<file path="config.mk">
export PLATFORM = sky130hd
export DESIGN_NAME = dpred_fetch_ctl
export DESIGN_NICKNAME = d
export VERILOG_FILES = /design/src/rtl/dpred_fetch_ctl.sv
export SDC_FILE = /design/constraint.sdc
export NUM_CORES = 1
export LEC_CHECK = 0
export ABC_AREA = 1
export BUFFER_PORTS_ARGS = -buffer_cell sky130_fd_sc_hd__buf_4
export CAP_MARGIN = 20
export CORE_MARGIN = 2
export CORE_UTILIZATION = 49
export CTS_CLUSTER_DIAMETER = 200
export DETAILED_ROUTE_END_ITERATION = 8
export GPL_TIMING_DRIVEN = 0
export PLACE_DENSITY = 0.74
export SYNTH_ARGS = -nofsm -noshare
export SYNTH_HDL_FRONTEND = slang
export SYNTH_SLANG_ARGS = --single-unit
</file>
<file path="constraint.sdc">
create_clock -name clk -period 11.1 [get_ports clk]
set_input_delay 0.555 -clock clk [delete_from_list [all_inputs] [get_ports clk]]
set_output_delay 0.555 -clock clk [all_outputs]
set_load 0.005 [all_outputs]
</file>
<file path="src/rtl/dpred_fetch_ctl.sv">
module dpred_fetch_ctl #(
  parameter int ADDR_W = 16,
  parameter int OFS_W  = 8,
  parameter int PID_W  = 2,
  parameter int CNT_W  = 8
) (
  input  logic              clk,
  input  logic              rst_n,
  input  logic [CNT_W-1:0]  thresh,
  input  logic              br_valid,
  input  logic [1:0]        br_kind,
  input  logic [ADDR_W-1:0] br_pc,
  input  logic [OFS_W-1:0]  br_ofs,
  input  logic              br_lowconf,
  input  logic              br_pred_exit,
  input  logic              br_path,
  input  logic              f_valid,
  input  logic [ADDR_W-1:0] f_pc,
  input  logic              res_valid,
  input  logic [PID_W-1:0]  res_id,
  input  logic              rel_valid,
  input  logic [PID_W-1:0]  rel_id,
  output logic              pred_mode,
  output logic [ADDR_W-1:0] cfm_addr,
  output logic [PID_W-1:0]  pred_id,
  output logic              fork_pulse,
  output logic              fetch_path,
  output logic              exit_pulse,
  output logic [1:0]        exit_cause
);
  localparam int NPID = 1 << PID_W;

  logic [NPID-1:0]  busy;
  logic [1:0]       done;
  logic [CNT_W-1:0] cnt [2];

  logic             have_free;
  logic [PID_W-1:0] free_id;
  always_comb begin
    have_free = 1'b0;
    free_id   = '0;
    for (int i = NPID - 1; i >= 0; i--)
      if (!busy[i]) begin
        have_free = 1'b1;
        free_id   = i[PID_W-1:0];
      end
  end

  wire qual    = br_valid && br_kind[1] && br_lowconf && (!br_kind[0] || br_pred_exit);
  wire enter   = qual && have_free && (!pred_mode || !br_path);
  wire res_hit = pred_mode && res_valid && (res_id == pred_id);
  wire fv      = pred_mode && f_valid;
  wire at_cfm  = (f_pc == cfm_addr);
  wire [CNT_W:0] cnt_inc = {1'b0, cnt[fetch_path]} + 1'b1;
  wire over    = fv && !at_cfm && (cnt_inc > {1'b0, thresh});
  wire [1:0] nx_done = done | ((fv && at_cfm) ? (fetch_path ? 2'b10 : 2'b01) : 2'b00);
  wire merged  = pred_mode && (&nx_done);
  wire leaving = pred_mode && (res_hit || enter || over || merged);

  logic [1:0] cause;
  always_comb begin
    if (res_hit)    cause = 2'd1;
    else if (enter) cause = 2'd3;
    else if (over)  cause = 2'd2;
    else            cause = 2'd0;
  end

  logic nx_sel;
  always_comb begin
    if (nx_done == 2'b01)      nx_sel = 1'b1;
    else if (nx_done == 2'b10) nx_sel = 1'b0;
    else if (fv)               nx_sel = ~fetch_path;
    else                       nx_sel = fetch_path;
  end

  always_ff @(posedge clk) begin
    if (!rst_n) begin
      pred_mode  <= 1'b0;
      cfm_addr   <= '0;
      pred_id    <= '0;
      fork_pulse <= 1'b0;
      fetch_path <= 1'b0;
      exit_pulse <= 1'b0;
      exit_cause <= 2'd0;
      busy       <= '0;
      done       <= 2'b00;
      cnt[0]     <= '0;
      cnt[1]     <= '0;
    end else begin
      fork_pulse <= enter;
      exit_pulse <= leaving;
      if (leaving) exit_cause <= cause;
      if (rel_valid) busy[rel_id] <= 1'b0;
      if (enter) begin
        pred_mode     <= 1'b1;
        cfm_addr      <= br_pc + {{(ADDR_W-OFS_W){br_ofs[OFS_W-1]}}, br_ofs};
        pred_id       <= free_id;
        busy[free_id] <= 1'b1;
        fetch_path    <= 1'b0;
        done          <= 2'b00;
        cnt[0]        <= '0;
        cnt[1]        <= '0;
      end else if (leaving) begin
        pred_mode  <= 1'b0;
        fetch_path <= 1'b0;
        done       <= 2'b00;
      end else if (pred_mode) begin
        done       <= nx_done;
        fetch_path <= nx_sel;
        if (fv && !at_cfm) cnt[fetch_path] <= cnt_inc[CNT_W-1:0];
      end
    end
  end

  a_r4_fork_in_mode: assert property (@(posedge clk) disable iff (!rst_n)
    fork_pulse |-> pred_mode && busy[pred_id]);
  a_r5_fork_starts_path0: assert property (@(posedge clk) disable iff (!rst_n)
    fork_pulse |-> !fetch_path && done == 2'b00);
  a_r6_done0_sel1: assert property (@(posedge clk) disable iff (!rst_n)
    pred_mode && done == 2'b01 |-> fetch_path);
  a_r6_done1_sel0: assert property (@(posedge clk) disable iff (!rst_n)
    pred_mode && done == 2'b10 |-> !fetch_path);
  a_r7_exit_from_mode: assert property (@(posedge clk) disable iff (!rst_n)
    exit_pulse |-> $past(pred_mode));
  a_r2_highconf_idle: assert property (@(posedge clk) disable iff (!rst_n)
    br_valid && !br_lowconf && !pred_mode |=> !fork_pulse);
endmodule

</file>
# Word-level counts from Yosys, hierarchy flattened
# Memory sizes are Yosys's and may differ from the RTL's. A register that Yosys moved wholly into a read port is not among the register bits.
# Cells that the tools add are included.
# op_classes
add_sub_neg	2
n_lt_le_gt_ge	5
eq_ne	4
n_mux	42
bitwise	8
reduce_logical	30
# ops
op	n
two-way mux 1 bit	25
two-way mux 8 bit	3
two-way mux 2 bit	9
adder 16 bit	1
== test 16 bit	1
logical AND 1 bit	15
two-way mux 4 bit	3
adder 8 x 1 -> 9 bit, second input constant	1
greater-than comparator 9 x 8 -> 1 bit	1
OR reduction 8 bit	1
< comparator 2 x 3 -> 1 bit, second input constant	2
logical OR 1 bit	5
AND 4 bit	1
demux 1 bit (select 2 bit)	2
>= comparator 2 x 1 -> 1 bit, second input constant	2
zero test 1 bit	4
NOT 4 bit	1
bitwise OR 4 bit	1
AND reduction 2 bit	2
nonzero test 3 bit	1
OR reduction 3 bit	1
== test 2 x 1 -> 1 bit, second input constant	1
== test 2 bit	1
== test 2 bit, second input constant	1
other kinds (4)	6
# word_totals
regBits	30
mem_bits_rw	16
in_bits	63
out_inout_bits	24
memories	1
# memory_table
name	words	width	read_ports	rd_clocked_by_memory_dff	wr	line	source
cnt	2	8	1	1	2	35	logic [CNT_W-1:0] cnt [2];

# Longest topological paths before layout
# depth
ltp_word	16
mapped_depth	23
mapped_depth_nobuf	23

# Least setup slack after synthesis
# OpenSTA, ideal clock, no wires.
# synth_path
path_type	flip-flop to flip-flop
from	register with a tool-made name
to	memory cnt[0][0], enable pin
setup_time_ps	384
t_arrival_ps	3172
required_ps	10716
setup_slack_ps	7544
stages_incl_launch_ff	18
cell_sequence	dfxtp_1 buf_6 o21ai_1 inv_1 ha_1 inv_1 nor4_2 xnor2_1 inv_1 ha_1 a21o_1 a21oi_1 nand2_1 nand2_1 nand2_2 a21oi_4 nand4_4 o21ai_0
# synth_rtl
element	line
to (decl)	35

==> impl_metrics.yaml <==
detailed_routing:
  vias: 3542
  drtIter0Drc: 108
  wl_per_cell_um: 11.9
  ant_nets: 0
  first_pass_iters: 4
  drc: 0
  vias_per_cell: 4.97
  routed_wl_mm: 8.50
floorplan:
  io_pins: 87
  dieArea_um2: 7800
  rows: 30
  floorplan.initialDensity_pct: 51.0
  core_area_um2: 6830
  fp.dieW_um: 88.3
  fp.dieH_um: 88.3
logic_synthesis:
  synth_compound_area_share_pct: 13.2
  synth_area_um2: 3480
  synthMuxAreaShare_pct: 0
  synth_common_cells: "167 x nand2_1, 91 x inv_1, 32 x nor2_1"
  seq_area_frac_synth_pct: 31.6
  synthFlopType: "dfxtp_1"
  yosys.area_share.simple_pct: 31.5
  syn_inst: 522
  synth_cell_type_count: 42
  syn-num-nets: 610
  synth-adder-area-share_pct: 9.20
  synth_top_family_by_area: "simple AND/OR/NAND/NOR gates"
  ys_top_cells_by_area: "nand2_1 18%, dfxtp_1 18%, edfxtp_1 14%"
  synth_edf_count: 16
  synth_xor_area_share_pct: 2.51
  synth_top_area_cell: "nand2_1"
  yosysMostFrequentCell: "nand2_1"
  ys_seq_elements: 47
  synth-async-reset-ratio_pct: 0
  syn_area_per_cell_um2: 6.67
  synthDominantCellAreaShare_pct: 18.0
  yosysWarnings: 0
cts:
  ctsHoldBuffers: 0
  clk_pin_slew_worst_paths_ns: 0.09
  clock-sinks: 47
  cts_tree: "yes"
  cts.repair.resized: 0
  cts_made_buffers: 5
  clock_latency_ns: 0.30
  root_buffer: "clkbuf_8"
  cts_buffer_depth: 2
  h-tree-depth: 2
  postCtsSetupBuffers: 0
worst_setup_path:
  end_kind: "flip-flop"
  max_stage_delay_ns: 0.55
  cpMostUsedCell: "nand2_1"
  cp.arrival_ns: 4.11
  required_ns: 11.11
  crit_type: "reg -> reg"
  critPathTopFamily: "compound AO/OA/AOI/OAI gates"
  crit_slowest_cell: "o21ai_0"
  cp_num_cells: 21
  startpoint_type: "flip-flop"
  r2r_slack_ns: 7.00
  path_cells: "buf_6 > nand2_1 > o21ai_1 > inv_1 > ha_1 > inv_1 > xor2_1 > inv_1 > ha_1 > a21oi_1 > nand2_1 > nand2_1 > nand2_1 > nand2_1 > nand2_1 > nand2_1 > nand2_2 > a21oi_4 > nand4_4 > o21ai_0 > buf_2"
  rr_worst_depth: 21
  critPathMaxFanout: 10
  worstPathBufferInverterCount: 5
placed_design:
  dp_hpwl_mm: 7.09
  dp.cells: 704
  gp_congestion: 0.909
  dpl_cell_area_um2: 4250
  io_buffers: 85
global_route:
  antenna_found_initial: 0
  overflow: 0
  grt_usage_pct: 23.0
  grt_max_degree: 16
  grt_pass1_wl_mm: 14.3
  grt_pass1_vias: 3415
timing:
  hold_viol_final: 0
  slew_viol_final: 0
  clock.fmax_ghz: 0.244
  relSlewSlack_pct: 56.5
  worst_pin_slew_ns: 0.646
  setup-tns-final_ns: 0
  rsz0062_at_grt: "no"
  setup_viol: 0
  period_needed_ns: 4.10
  fin_skew_ns: 0.00794
  post-route-period-util_pct: 36.9
power_and_ir_drop:
  ir_worst_vdd_mv: 0.0411
  p_leak_nw: 2.23
  power_density_nw_per_um2: 91.3
final_layout:
  post_route_cells_drive_above_1_share_pct: 19.1
  antenna_cells: 0
  seqCellArea_um2: 1100
  layoutNonFillerInstCount: 713
  finalNetCount: 704
  area_growth_pct: 24.6
  fillers: 671
  multi_input_area_um2: 1970
  final_area_um2: 4340
status:
  status: "finished clean"
hold_path:
  hold_class: "reg -> reg"
  min_path_cells: 2
job:
  cap_violations: 0
==> final cells by class <==
class,count,area share [%]
Sequential cell,47,25.4
Tap cell,96,2.77
Clock inverter,3,0.432
Inverter,98,8.47
Clock buffer,5,1.59
Buffer,8,1.10
Timing Repair Buffer,87,15.0
Multi-Input combinational cell,369,45.3
==> placed cells by master, fill, tap and decap left out, types with 4 or more instances in the layout <==
master      n
o21ai_1     7
nor2_1     32
buf_4      86
inv_2       5
nand2_1   167
edfxtp_1   16
nor3_1     10
a21oi_1    27
inv_1      91
o22ai_1     8
o21ai_0    26
dfxtp_1    31
nor3_2      8
xor2_1      7
clkbuf_1    4
clkbuf_8    5
nand3_1    23
ha_1       24
==> tightest hold or removal path, stage by stage, from the launching register on <==
cell	delay (ns)
dfxtp_1	0.31
inv_1	0.07
a21oi_1	0.06
==> sequential cells by signal, summed over array words and instances, names as in the netlist, named ones only <==
name        cells
busy            4
cnt            16
fetch_path      1
pred_mode       1
fork_pulse      1
done            2
pred_id         2
exit_cause      2
cfm_addr       16
exit_pulse      1
==> through the flow <==
stage | total power [mW] | worst slack (ns) | hold WS, ns | utilization, %
2_1_floorplan | 0.255 | 7.54 | 0.431 | -
3_3_place_gp | 0.293 | 6.88 | 0.440 | 62.1
3_5_place_dp | 0.296 | 6.77 | 0.457 | 62.2
4_1_cts | 0.398 | 6.73 | 0.470 | 63.5
5_1_grt | 0.420 | 6.64 | 0.500 | 63.6
6_report | 0.396 | 7.00 | 0.471 | 63.6
==> where the power goes <==
| part | internal, mW | switching, mW |
|---|---|---|
| clock | 0.0442 | 0.0602 |
| sequential | 0.184 | 0.00409 |
| combinational | 0.0456 | 0.0585 |
| total | 0.274 | 0.123 |
==> worst paths after layout <==
check            start        end
min reg2reg    done[1]    done[1]
max          flip-flop  cnt[1][0]
min            done[1]    done[1]
max reg2reg  flip-flop  cnt[1][0]
==> cells by family (layout without fill, tap and decap cells) <==
logic type / count (synthesis) / count (layout)
AND/OR/NAND/NOR: 253 / 253
buffers and inverters: 106 / 201
AO/OA/AOI/OAI: 81 / 81
flip-flops: 47 / 47
adder cells (fa/ha/maj): 25 / 25
XOR/XNOR: 10 / 10
==> layer usage <==
layer	up-vias	part of all wire, %	GRT usage (%)
li1	1860	-	-
met3	14	3.1	3.36
met4	0	2.0	7.30
met1	1606	41	26.3
met5	-	0	0
met2	62	54	43.7
(Power assumes the default switching activity.)
